## src/rtl/xsw_pkg.sv

```systemverilog
package xsw_pkg;
  typedef enum logic {
    ST_IDLE = 1'b0,
    ST_RUN  = 1'b1
  } run_state_t;

  localparam int unsigned XSW_SHIFT_A = 13;
  localparam int unsigned XSW_SHIFT_B = 17;
  localparam int unsigned XSW_SHIFT_C = 5;
endpackage

```

## src/rtl/xsw_step.sv

```systemverilog
module xsw_step #(
  parameter int unsigned W  = 32,
  parameter int unsigned SA = 13,
  parameter int unsigned SB = 17,
  parameter int unsigned SC = 5
) (
  input  logic [W-1:0] x_i,
  output logic [W-1:0] x_o
);
  logic [W-1:0] mix_a;
  logic [W-1:0] mix_b;

  // three chained shift/xor stages, all truncated to W bits
  always_comb begin
    mix_a = x_i ^ (x_i << SA);
    mix_b = mix_a ^ (mix_a >> SB);
    x_o   = mix_b ^ (mix_b << SC);
  end
endmodule

```

## src/rtl/xsw_bit_packer.sv

```systemverilog
module xsw_bit_packer #(
  parameter int unsigned W = 32
) (
  input  logic         clk,
  input  logic         rst,
  input  logic         clear_i,
  input  logic         step_i,
  input  logic         bit_i,
  output logic [W-1:0] word_o,
  output logic         last_o
);
  localparam int unsigned IDX_W = (W > 1) ? $clog2(W) : 1;
  localparam logic [IDX_W-1:0] IDX_LAST = IDX_W'(W - 1);

  logic [IDX_W-1:0] idx_q;
  logic [W-1:0]     acc_q;

  always_ff @(posedge clk) begin
    if (rst || clear_i) begin
      idx_q <= '0;
    end else if (step_i) begin
      if (idx_q == IDX_LAST) idx_q <= '0;
      else                   idx_q <= idx_q + 1'b1;
    end
  end

  // one capture flop per word bit; the current bit bypasses its flop
  for (genvar g = 0; g < W; g++) begin : g_bit
    always_ff @(posedge clk) begin
      if (rst || clear_i) begin
        acc_q[g] <= 1'b0;
      end else if (step_i && (idx_q == IDX_W'(g))) begin
        acc_q[g] <= bit_i;
      end
    end
    assign word_o[g] = (idx_q == IDX_W'(g)) ? bit_i : acc_q[g];
  end

  assign last_o = step_i && (idx_q == IDX_LAST);
endmodule

```

## src/rtl/xsw_word_counter.sv

```systemverilog
module xsw_word_counter #(
  parameter int unsigned CNT_W = 16
) (
  input  logic             clk,
  input  logic             rst,
  input  logic             load_i,
  input  logic [CNT_W-1:0] load_val_i,
  input  logic             dec_i,
  output logic             last_o
);
  logic [CNT_W-1:0] left_q;

  always_ff @(posedge clk) begin
    if (rst) begin
      left_q <= '0;
    end else if (load_i) begin
      left_q <= load_val_i;
    end else if (dec_i && (left_q != '0)) begin
      left_q <= left_q - 1'b1;
    end
  end

  assign last_o = (left_q == CNT_W'(1));
endmodule

```

## src/rtl/xorshift_word_gen.sv

```systemverilog
module xorshift_word_gen
  import xsw_pkg::*;
#(
  parameter int unsigned WORD_W = 32,
  parameter int unsigned CNT_W  = 16,
  parameter int unsigned SEED   = 1
) (
  input  logic              clk,
  input  logic              rst,
  input  logic              start,
  input  logic [CNT_W-1:0]  word_count,
  output logic              word_valid,
  output logic [WORD_W-1:0] word_data,
  output logic              busy,
  output logic              done
);
  localparam logic [WORD_W-1:0] SEED_V = WORD_W'(SEED);

  run_state_t        st_q;
  logic [WORD_W-1:0] reg_q;
  logic [WORD_W-1:0] step_nxt;
  logic [WORD_W-1:0] word_nxt;
  logic              word_last;
  logic              cnt_last;
  logic              start_ok;
  logic              stepping;

  assign start_ok = start && (st_q == ST_IDLE);
  assign stepping = (st_q == ST_RUN);

  xsw_step #(
    .W (WORD_W),
    .SA(XSW_SHIFT_A),
    .SB(XSW_SHIFT_B),
    .SC(XSW_SHIFT_C)
  ) u_step (
    .x_i(reg_q),
    .x_o(step_nxt)
  );

  xsw_bit_packer #(.W(WORD_W)) u_pack (
    .clk    (clk),
    .rst    (rst),
    .clear_i(start_ok),
    .step_i (stepping),
    .bit_i  (step_nxt[0]),
    .word_o (word_nxt),
    .last_o (word_last)
  );

  xsw_word_counter #(.CNT_W(CNT_W)) u_cnt (
    .clk       (clk),
    .rst       (rst),
    .load_i    (start_ok),
    .load_val_i(word_count),
    .dec_i     (word_last),
    .last_o    (cnt_last)
  );

  always_ff @(posedge clk) begin
    if (rst) begin
      st_q       <= ST_IDLE;
      reg_q      <= SEED_V;
      word_valid <= 1'b0;
      word_data  <= '0;
      done       <= 1'b0;
    end else begin
      word_valid <= 1'b0;
      if (start_ok) begin
        reg_q <= SEED_V;
        if (word_count == '0) begin
          st_q <= ST_IDLE;
          done <= 1'b1;
        end else begin
          st_q <= ST_RUN;
          done <= 1'b0;
        end
      end else if (stepping) begin
        if (word_last) begin
          // finished word seeds the next word
          reg_q      <= word_nxt;
          word_data  <= word_nxt;
          word_valid <= 1'b1;
          if (cnt_last) begin
            st_q <= ST_IDLE;
            done <= 1'b1;
          end
        end else begin
          reg_q <= step_nxt;
        end
      end
    end
  end

  assign busy = (st_q == ST_RUN);
endmodule

```

## config.mk

```make
export PLATFORM = sky130hd
export DESIGN_NAME = xorshift_word_gen
export DESIGN_NICKNAME = d
export VERILOG_FILES = /design/src/rtl/xsw_pkg.sv /design/src/rtl/xsw_step.sv /design/src/rtl/xsw_bit_packer.sv /design/src/rtl/xsw_word_counter.sv /design/src/rtl/xorshift_word_gen.sv
export SDC_FILE = /design/constraint.sdc
export NUM_CORES = 1
export LEC_CHECK = 0
export ABC_AREA = 1
export BUFFER_PORTS_ARGS = -buffer_cell sky130_fd_sc_hd__buf_2
export CAP_MARGIN = 30
export CORE_MARGIN = 2
export CORE_UTILIZATION = 30
export CTS_BUF_LIST = sky130_fd_sc_hd__clkbuf_16
export CTS_CLUSTER_DIAMETER = 120
export DETAILED_ROUTE_END_ITERATION = 7
export PLACE_DENSITY_LB_ADDON = 0.12
export SETUP_SLACK_MARGIN = 0.4
export SYNTH_ARGS = -nofsm -noshare
export SYNTH_HDL_FRONTEND = slang
export SYNTH_SLANG_ARGS = --single-unit
```

## constraint.sdc

```tcl
create_clock -name clk -period 4.8 [get_ports clk]
set_input_delay 0.96 -clock clk [delete_from_list [all_inputs] [get_ports clk]]
set_output_delay 0.96 -clock clk [all_outputs]
set_load 0.02 [all_outputs]
```

# After elaboration in Yosys (flattened, before gate mapping)
# Cells that the tools add are included.
[totals]
in_bits = 19
ramBits = 0
romBits = 0
mem_count = 0
latchBits = 0
ff_bits = 120
out_inout_bits = 35
[classes]
magnitude_cmp = 0
div_mod_pow = 0
eq_ne = 32
n_shift = 0
add_sub_neg = 2
n_mul = 0
bitwise = 5
n_mux = 47
reduce_logical = 46
[op_table]
columns = ["cell", "count"]
rows = [
  ["$eq 5x5->1 const B", 16],
  ["$xor 32x32->32", 2],
  ["$mux 1", 43],
  ["$eq 5x4->1 const B", 8],
  ["$logic_and 1x1->1", 34],
  ["$mux 16", 2],
  ["$mux 32", 1],
  ["$xor 32x15->32", 1],
  ["$eq 5x3->1 const B", 4],
  ["$eq 16x1->1 const B", 1],
  ["$logic_not 16->1", 1],
  ["$reduce_bool 16->1", 1],
  ["$sub 16x1->16 const B", 1],
  ["$eq 5x2->1 const B", 2],
  ["$reduce_bool 2->1", 4],
  ["$reduce_and 3->1", 2],
  ["$add 5x1->5 const B", 1],
  ["$eq 5x1->1 const B", 1],
  ["$logic_not 5->1", 1],
  ["$mux 5", 1],
  ["$reduce_or 3->1", 1],
  ["$not 1->1", 2],
  ["$reduce_or 2->1", 1],
  ["$logic_or 1x1->1", 1],
]

# Longest topological paths before layout
# Gate-level depths: netlist of run 1.
[depth]
depth_word = 5
ltp_mapped = 13
ltp_nobuf = 12

# By module
# From an unflattened synthesis of run 1, not the netlist that was laid out.
[unflattened]
hier_cells = 1268
hier_area_um2 = 7713.6
[modules_own_cells]
columns = ["mod", "instances", "area_each_um2", "cells_per_inst"]
rows = [
  ["xorshift_word_gen", 1, 2900.3, 416],
  ["xsw_bit_packer", 1, 2483.6, 383],
  ["xsw_word_counter", 1, 1231.2, 211],
  ["xsw_step", 1, 1098.6, 258],
]

# Worst setup path after synthesis of run 1
# Ideal clock, no wire load.
[synth_path]
path_type = "register to register"
startpoint = "register u_pack.idx_q[0]"
endpoint = "register word_data[4]"
setup_slack_ps = 2804
setup_ps = 70
path_buffers = 3
path_stages_with_launch = 12
arrival_time_ps = 1926
period_less_slack_ps = 1996
path_cell_list = "dfxtp_1 ha_1 clkbuf_1 inv_1 nor2_1 ha_1 nand2_4 inv_4 buf_2 buf_4 nand2_1 a21oi_1"
[synth_via]
elab_chain_len = 3
elab_cells_between_ends = 5
cone_classes = "eq/ne (2); mux (1); reduce/logical (2)"
[synth_rtl]
columns = ["item", "line", "text"]
rows = [
  ["start: declaration", "xsw_bit_packer.sv:15", "logic [IDX_W-1:0] idx_q;"],
  ["start signal: assignment", "xsw_bit_packer.sv:23", "else idx_q <= idx_q + 1'b1;"],
  ["$eq 5x5->1", "xsw_bit_packer.sv:39", "assign last_o = step_i && (idx_q == IDX_LAST);"],
  ["$logic_and 1x1->1", "xsw_bit_packer.sv:39", ""],
  ["$reduce_and 3->1 (no source line)", "n/a", ""],
  ["end signal: assignment", "xorshift_word_gen.sv:82", "word_data <= word_nxt;"],
  ["end: declaration", "xorshift_word_gen.sv:13", "output logic [WORD_W-1:0] word_data,"],
]
# Parallel ways exist; a longest one is shown, timed or not.
# A chain may end at the register's enable or synchronous reset.

# Worst setup path in the final report of run 1
[layout_path]
startpoint = "register u_pack.idx_q[0]"
endpoint = "register u_cnt.left_q[8]"
[layout_via]
elab_chain_len = 4
[layout_rtl]
columns = ["item", "line", "text"]
rows = [
  ["$eq 5x5->1", "xsw_bit_packer.sv:39", ""],
  ["$logic_and 1x1->1", "xsw_bit_packer.sv:39", ""],
  ["$logic_and 1x1->1", "xsw_word_counter.sv:18", "end else if (dec_i && (left_q != '0)) begin"],
  ["$reduce_bool 2->1 (no source line)", "n/a", ""],
  ["end signal: assignment", "xsw_word_counter.sv:17", "left_q <= load_val_i;"],
  ["end signal: assignment", "xsw_word_counter.sv:19", "left_q <= left_q - 1'b1;"],
  ["end: declaration", "xsw_word_counter.sv:11", "logic [CNT_W-1:0] left_q;"],
]
# Every way passes these cells.

==> results_dict.tcl, run 1 <==
set metrics [dict create \
    status "finished clean" \
    p_leak_nw 3.32 \
    wirelength_um 21500 \
    clock-root-buffer "clkbuf_16" \
    vias_per_cell 4.84 \
    dieWidth_um 153 \
    synth-seq-cells 119 \
    num_vias 6513 \
    slew_violations 0 \
    synth_top_area_frac 0.357 \
    min_period_ns 3.03 \
    drtPass1Iterations 5 \
    setup_violations 0 \
    slowest_stage "inv_4" \
    dpl-instance-area_um2 7060 \
    first_global_vias 6063 \
    yosys.area.top_type "dfxtp_1" \
    grt_max_degree 53 \
    crit_type "reg2reg" \
    use_met2 0.277 \
    synth_cell_types 40 \
    cpPeakStageDelay_ns 0.51 \
    worst_pin_slew_ns 0.868 \
    r2r_end "u_cnt.left_q[8]$_SDFFE_PP0P_" \
    p_per_area_nw_per_um2 354 \
    io-pin-count 54 \
    max_freq_mhz 330 \
    clkTransAtPathRegs_ns 0.06 \
    cp-startpoint "u_pack.idx_q[0]$_SDFFE_PP0P_" \
    grt_antenna_before_repair 0 \
    worstHoldStart "u_pack.acc_q[17]$_SDFFE_PP0P_" \
    syn-num-nets 1053 \
    gp_congestion 0.815 \
    grt_usage 0.187 \
    design_area_um2 7600 \
    diodes 0 \
    hold_path_depth 2 \
    grt.met1_usage 0.282 \
    max-cap-violations 0 \
    holdBufCountCts 0 \
    rrSetupSlack_ns 1.77 \
    mostFrequentLayoutCell "nand2_1" \
    initial_core_util 0.306 \
    ys_seq_area_frac 0.357 \
    power_switching_uw 795 \
    fin_crit_sh 0.632 \
    synth_area_leaders "dfxtp_1 36%, nand2_1 15%, a21oi_1 8.5%" \
    fp.dieArea_um2 23400 \
    peakVddDrop_mv 0.255 \
    p_clk_frac 0.450 \
    whs_endpoint "u_pack.acc_q[17]$_SDFFE_PP0P_" \
    critPathLaunchType "register" \
    die_y_um 153 \
    cts_resized 0 \
    yosys_warnings 0 \
    rsz0062_at_grt "false" \
    setup_slack_ns 1.77 \
    drcViolationCount 0 \
    coreArea_um2 21800 \
    grt_remaining_overflow 0 \
    final.setup_skew_ns 0.0101 \
    p_seq_frac 0.393 \
    numCtsBuffers 17 \
    synth_cells 1025 \
    worstPathArrival_ns 3.34 \
    h-tree-depth 4 \
    ant_nets 0 \
    swShare 0.295 \
    cts_setup_buffers 0 \
    reg2reg_from "u_pack.idx_q[0]$_SDFFE_PP0P_" \
    fin_tns_setup_ns 0 \
    grt_first_pass_wirelength_um 34300 \
    nets 1083 \
    io_buffers 53 \
    cp.required_ns 5.11 \
    final_layout_size_suffix_gt1_frac 0.119 \
    busiest_layer "met1" \
    hold_ws_ns 0.453 \
    r2r_cells 11 \
    cts_num_sinks 119 \
    critPathCaptureType "register" \
    combPwrFrac 0.157 \
    syn_area_um2 6670 \
    place_ws_ns 1.69 \
    intPower_mw 1.90 \
    cts_tree "done" \
    area_growth_pct 13.9 \
    clk-insertion-delay-late_ns 0.42 \
    cp_cell_sequence "ha_1, inv_1, nor2_1, ha_1, nand2_4, inv_4, nand2_8, nand2_8, inv_2, a21oi_1, nor2_1" \
    hold_path.class "reg2reg" \
    wl_per_cell_um 16.0 \
    use_met3 0.0298 \
    layout_common_cells "270 x nand2_1, 119 x dfxtp_1, 113 x nor2_1, 113 x a21oi_1, 86 x nand3_1" \
    clockBufferDepth 2 \
    final_hold_viol_count 0 \
    slew_headroom 0.422 \
    dp_hpwl_um 14700 \
    synth_area_per_cell_um2 6.51 \
    worstPathMaxFanout 52 \
    num_rows 54 \
    drt-initial-drc-count 447 \
]
-- synthesized netlist by cell type --
cell / count
clkbuf_4: 1
clkinv_1: 1
o21ai_2: 2
or2_2: 7
nand2_2: 6
nand2_1: 270
a21oi_2: 2
xnor2_1: 12
a22oi_1: 1
buf_2: 15
a21oi_1: 113
dfxtp_1: 119
nor3_2: 1
o21bai_1: 1
inv_4: 3
nor2_2: 6
inv_2: 8
nand4_1: 3
nor2_1: 113
nor4_1: 2
xor2_1: 10
nand2_8: 3
clkbuf_1: 19
o21ai_1: 42
o21ai_0: 54
buf_12: 1
buf_6: 4
ha_1: 9
a31oi_1: 5
nor3_1: 6
a21boi_0: 1
nand3_2: 2
buf_4: 6
nor2_4: 2
o21bai_2: 1
inv_1: 80
nand3_1: 86
o211ai_1: 6
buf_1: 1
nand2_4: 1
-- area by class of cell --
class,instances,area [um2]
Fill cell,2422,14200
Timing Repair Buffer,58,303
Clock inverter,14,118
Clock buffer,17,425
Inverter,92,353
Tap cell,280,350
Multi-Input combinational cell,767,3670
Sequential cell,119,2380
-- cells by family (layout without fill, tap and decap cells) --
| kind of cell | Yosys count | count (layout) | share of synthesized area |
|---|---|---|---|
| XOR/XNOR | 22 | 22 | 0.0289 |
| AND/OR/NAND/NOR | 508 | 508 | 0.326 |
| AO/OA/AOI/OAI | 228 | 228 | 0.179 |
| flip-flops | 119 | 119 | 0.357 |
| buffers and inverters | 139 | 181 | 0.0930 |
| adder cells (fa/ha/maj) | 9 | 9 | 0.0169 |
-- worst max-delay path by stage --
stage                                         end  slack, ns  cells past startpoint
floorplan               word_data[4]$_SDFFE_PP0P_       2.80                     11
global placement    u_pack.acc_q[14]$_SDFFE_PP0P_       1.71                      6
detailed placement   u_pack.acc_q[3]$_SDFFE_PP0P_       1.69                      6
CTS                  u_cnt.left_q[8]$_SDFFE_PP0P_       1.75                     11
global route         u_cnt.left_q[8]$_SDFFE_PP0P_       1.49                     11
finish               u_cnt.left_q[8]$_SDFFE_PP0P_       1.77                     11
-- registers in the layout (all words and copies together), names as in the netlist --
name and flops:
done 1, u_pack.idx_q 5, u_cnt.left_q 16, u_pack.acc_q 31, reg_q 32, word_data 32
word_valid 1, busy 1
-- power by group through the flow --
stage               Sequential (mW)  Clock, mW  Combinational, mW
floorplan                      1.07          0              0.333
finish                         1.06       1.21              0.423
global route                   1.06       1.29              0.483
global placement               1.08          0              0.424
detailed placement             1.08          0              0.422
CTS                            1.06       1.24              0.424
-- critical path, delay by kind of cell, from the launching register on --
family	cells	cell delay, ns
and+or+nand+nor	5	0.97
DFF	1	0.38
adders and majority gates	2	0.73
buffers and inverters	3	0.68
AOI/OAI and AO/OA	1	0.12
-- layer usage --
metal  vias to the layer above  routed length (um)
met3                        17                 767
met1                      2957               11400
met4                         0                 232
li1                       3405                   -
met5                         -                   0
met2                       134                9060
-- per-stage QoR --
step	util	std cells	total power, mW
final	0.348	1347	2.69
after detailed placement	0.323	1316	1.50
after floorplan	-	1025	1.40
after global placement	0.323	1316	1.50
after global routing	0.348	1347	2.83
after CTS	0.348	1347	2.72
No activity file was read; power rests on OpenSTA's default activity.
==> inputs of run 2 (changes only) <==
--- a/config.mk
+++ b/config.mk
@@ -5,7 +5,7 @@
 export SDC_FILE = /design/constraint.sdc
 export NUM_CORES = 1
 export LEC_CHECK = 0
-export ABC_AREA = 1
+export ABC_AREA = 0
 export BUFFER_PORTS_ARGS = -buffer_cell sky130_fd_sc_hd__buf_2
 export CAP_MARGIN = 30
 export CORE_MARGIN = 2
==> constraint.sdc (replaced) <==
create_clock -name clk -period 2.95 [get_ports clk]
set_input_delay 0.59 -clock clk [delete_from_list [all_inputs] [get_ports clk]]
set_output_delay 0.59 -clock clk [all_outputs]
set_load 0.02 [all_outputs]
==> run 2 against run 1 <==
  * Register-to-register slack got worse by 1.3 ns
  * Power rose by 53%
  * Die area fell by 6.3%
  * Critical path depth fell by 3
  * Synthesized cell count fell by 26%
  * Worst setup slack got worse by 1.3 ns
  * Utilization rose by 1.8 points
  * Fmax rose by 25%
  * Clock skew barely moved
  * Clock power rose by 51%
  * Flip-flop and latch count did not move
  * Wire length fell by 0.47%
  * Largest cell class unchanged
==> results_dict.tcl, run 2 <==
set metrics [dict create \
    diodes 0 \
    synth-seq-cells 119 \
    mostFrequentLayoutCell "dfxtp_1" \
    num_rows 52 \
    slew_violations 0 \
    final.setup_skew_ns 0.0102 \
    drt-initial-drc-count 376 \
    synth.most_common_cell "dfxtp_1" \
    worstHoldStart "word_data[26]$_SDFFE_PP0P_" \
    num_vias 5847 \
    synth-simple-area-share 0.203 \
    fin_cells 1075 \
    reg_top3 "reg_q: 32 flops, word_data: 32 flops, u_pack.acc_q: 31 flops" \
    area_growth_pct 19.3 \
    holdBufCountCts 0 \
    place_ws_ns 0.262 \
    ys_seq_area_frac 0.382 \
    rsz0062_at_grt "false" \
    dp_hpwl_um 14000 \
    dieWidth_um 148 \
    status "finished clean" \
    synth_top_area_frac 0.382 \
    peakVddDrop_mv 0.337 \
    nets 821 \
    synth_commonest_cells "119 x dfxtp_1, 73 x nor2_1, 70 x o21ai_0" \
    fp.dieArea_um2 22000 \
    crit_type "reg2reg" \
    min_period_ns 2.43 \
    synth_cell_types 59 \
    final_layout_size_suffix_gt1_frac 0.161 \
    whs_endpoint "word_data[26]$_SDFFE_PP0P_" \
    synthFlopType "dfxtp_1" \
    synth_compound_area_frac 0.220 \
    hold_path_depth 2 \
    hold_path.class "reg2reg" \
    post_synth_fa_ha_maj_area_fraction 0.0181 \
    drcViolationCount 0 \
    wirelength_um 21400 \
    r2r_end "reg_q[29]$_SDFFE_PP0P_" \
    max-cap-violations 0 \
    dp.cells 1037 \
    nFillCells 2129 \
    layout_common_cells "118 x dfxtp_1, 73 x nor2_1, 70 x o21ai_0" \
    critPathCaptureType "register" \
    max_freq_mhz 411 \
    first_global_vias 5509 \
    rrSetupSlack_ns 0.52 \
    io_buffers 53 \
    grt_remaining_overflow 0 \
    clkTransAtPathRegs_ns 0.05 \
    coreArea_um2 20300 \
    grt_usage 0.194 \
    p_per_area_nw_per_um2 552 \
    setup_slack_ns 0.517 \
    clock-root-buffer "clkbuf_16" \
    syn-num-nets 784 \
    wl_per_cell_um 19.9 \
    ant_nets 0 \
    clockBufferDepth 2 \
    worst_pin_slew_ns 0.981 \
    gp_congestion 0.792 \
    cts_num_sinks 119 \
    initial_core_util 0.307 \
    synth_area_leaders "dfxtp_1 38%, xnor2_1 7.3%, o21ai_0 5.6%" \
    io-pin-count 54 \
    die_y_um 148 \
    muxShareOfSynthArea 0.0219 \
    worstPathArrival_ns 2.69 \
    final_hold_viol_count 0 \
    yosys_warnings 0 \
    reg2reg_from "u_pack.idx_q[1]$_SDFFE_PP0P_" \
    setup_violations 0 \
    worstPathMaxFanout 20 \
    fin_crit_sh 0.825 \
    vias_per_cell 5.44 \
    grt_max_degree 56 \
    cp.required_ns 3.21 \
    grt_antenna_before_repair 0 \
    h-tree-depth 4 \
    synth_edf_count 0 \
    numCtsBuffers 17 \
    syn_area_um2 6240 \
    synth_top_family_by_area "compound AO/OA/AOI/OAI gates" \
    grt_first_pass_wirelength_um 32400 \
    synth_xor_area_frac 0.105 \
    drtPass1Iterations 5 \
    r2r_cells 8 \
    fin_tns_setup_ns 0 \
    clk-insertion-delay-late_ns 0.42 \
    p_leak_nw 2.68 \
    critPathLaunchType "register" \
    cts_tree "done" \
    synth_area_per_cell_um2 8.25 \
    ys_async_sr_fraction 0 \
    slew_headroom 0.343 \
    synth_cells 756 \
    yosys.area.top_type "dfxtp_1" \
]
## run 2: cell types whose count changed in the layout (fill, tap and decap cells not counted), sizes merged, moves of 20 or more
cell    before  now
xnor2       12   54
nor2       121   73
a211oi       0   25
o21ai       98   70
buf         58   78
nor3         7   31
a21oi      115   62
nand2      280   41
inv         92   18
or3          0   34
nand3       88   16
## run 2: cell families after synthesis
logic type,count (synthesis)
xor gates and xnor gates,72
DFF,119
buffers and inverters,78
adders and majority gates,9
muxes,13
AOI/OAI and AO/OA,218
and+or+nand+nor,247
## run 2: per-layer routing
metal  global-route usage  share of wire
met1                0.268           0.47
met3               0.0365          0.051
met4               0.0924          0.036
met5                    0              0
met2                0.291           0.45
## run 2: power by group
group | total (mW) | switching (mW) | internal (mW)
registers | 1.71 | 0.0607 | 1.65
logic | 0.567 | 0.347 | 0.219
clock network | 1.83 | 0.773 | 1.05
## run 2: area by class of cell
cell class | instances | area, um2 | area share
multi-input combinational | 560 | 3600 | 0.484
sequential | 119 | 2380 | 0.320
timing repair buffer | 80 | 553 | 0.0743
clock buffer | 17 | 425 | 0.0572
tap | 270 | 338 | 0.0454
clock inverter | 14 | 87.6 | 0.0118
inverter | 15 | 56.3 | 0.00756
## run 2: worst max path at each step
stage / to / start / depth (start not counted) / slack, ns
floorplan: word_data[15]$_SDFFE_PP0P_ / u_pack.idx_q[3]$_SDFFE_PP0P_ / 9 / 0.53
global placement: reg_q[29]$_SDFFE_PP0P_ / reg_q[17]$_SDFFE_PP0P_ / 6 / 0.26
detailed placement: reg_q[29]$_SDFFE_PP0P_ / reg_q[17]$_SDFFE_PP0P_ / 6 / 0.26
CTS: reg_q[15]$_SDFFE_PP0P_ / reg_q[17]$_SDFFE_PP0P_ / 6 / 0.47
global route: u_cnt.left_q[7]$_SDFFE_PP0P_ / u_pack.idx_q[1]$_SDFFE_PP0P_ / 9 / 0.42
finish: reg_q[29]$_SDFFE_PP0P_ / u_pack.idx_q[1]$_SDFFE_PP0P_ / 8 / 0.52
## run 2: per-stage QoR
step           area [um2]  power [mW]  utilization  hold slack, ns
6_report             7440        4.11        0.367           0.450
3_5_place_dp         6810        2.29        0.335           0.445
5_1_grt              7440        4.29        0.367           0.462
3_3_place_gp         6800        2.28        0.335           0.443
4_1_cts              7370        4.15        0.363           0.453
2_1_floorplan        6240        2.12            -           0.436
## run 2: critical path: stages (launching register included)
cell       delay (ns)
dfxtp_1          0.40
ha_1             0.19
and3_1           0.24
ha_4             0.21
buf_12           0.18
nand2_1          0.09
buf_4            0.25
a211oi_1         0.56
a2111oi_0        0.15
## run 2: repair_timing
action                     in CTS  in global routing
gates cloned                    1                  2
setup endpoints to repair       2                 10
resized for setup               0                  5
pin swaps                       1                  0
setup buffers                   4                  0
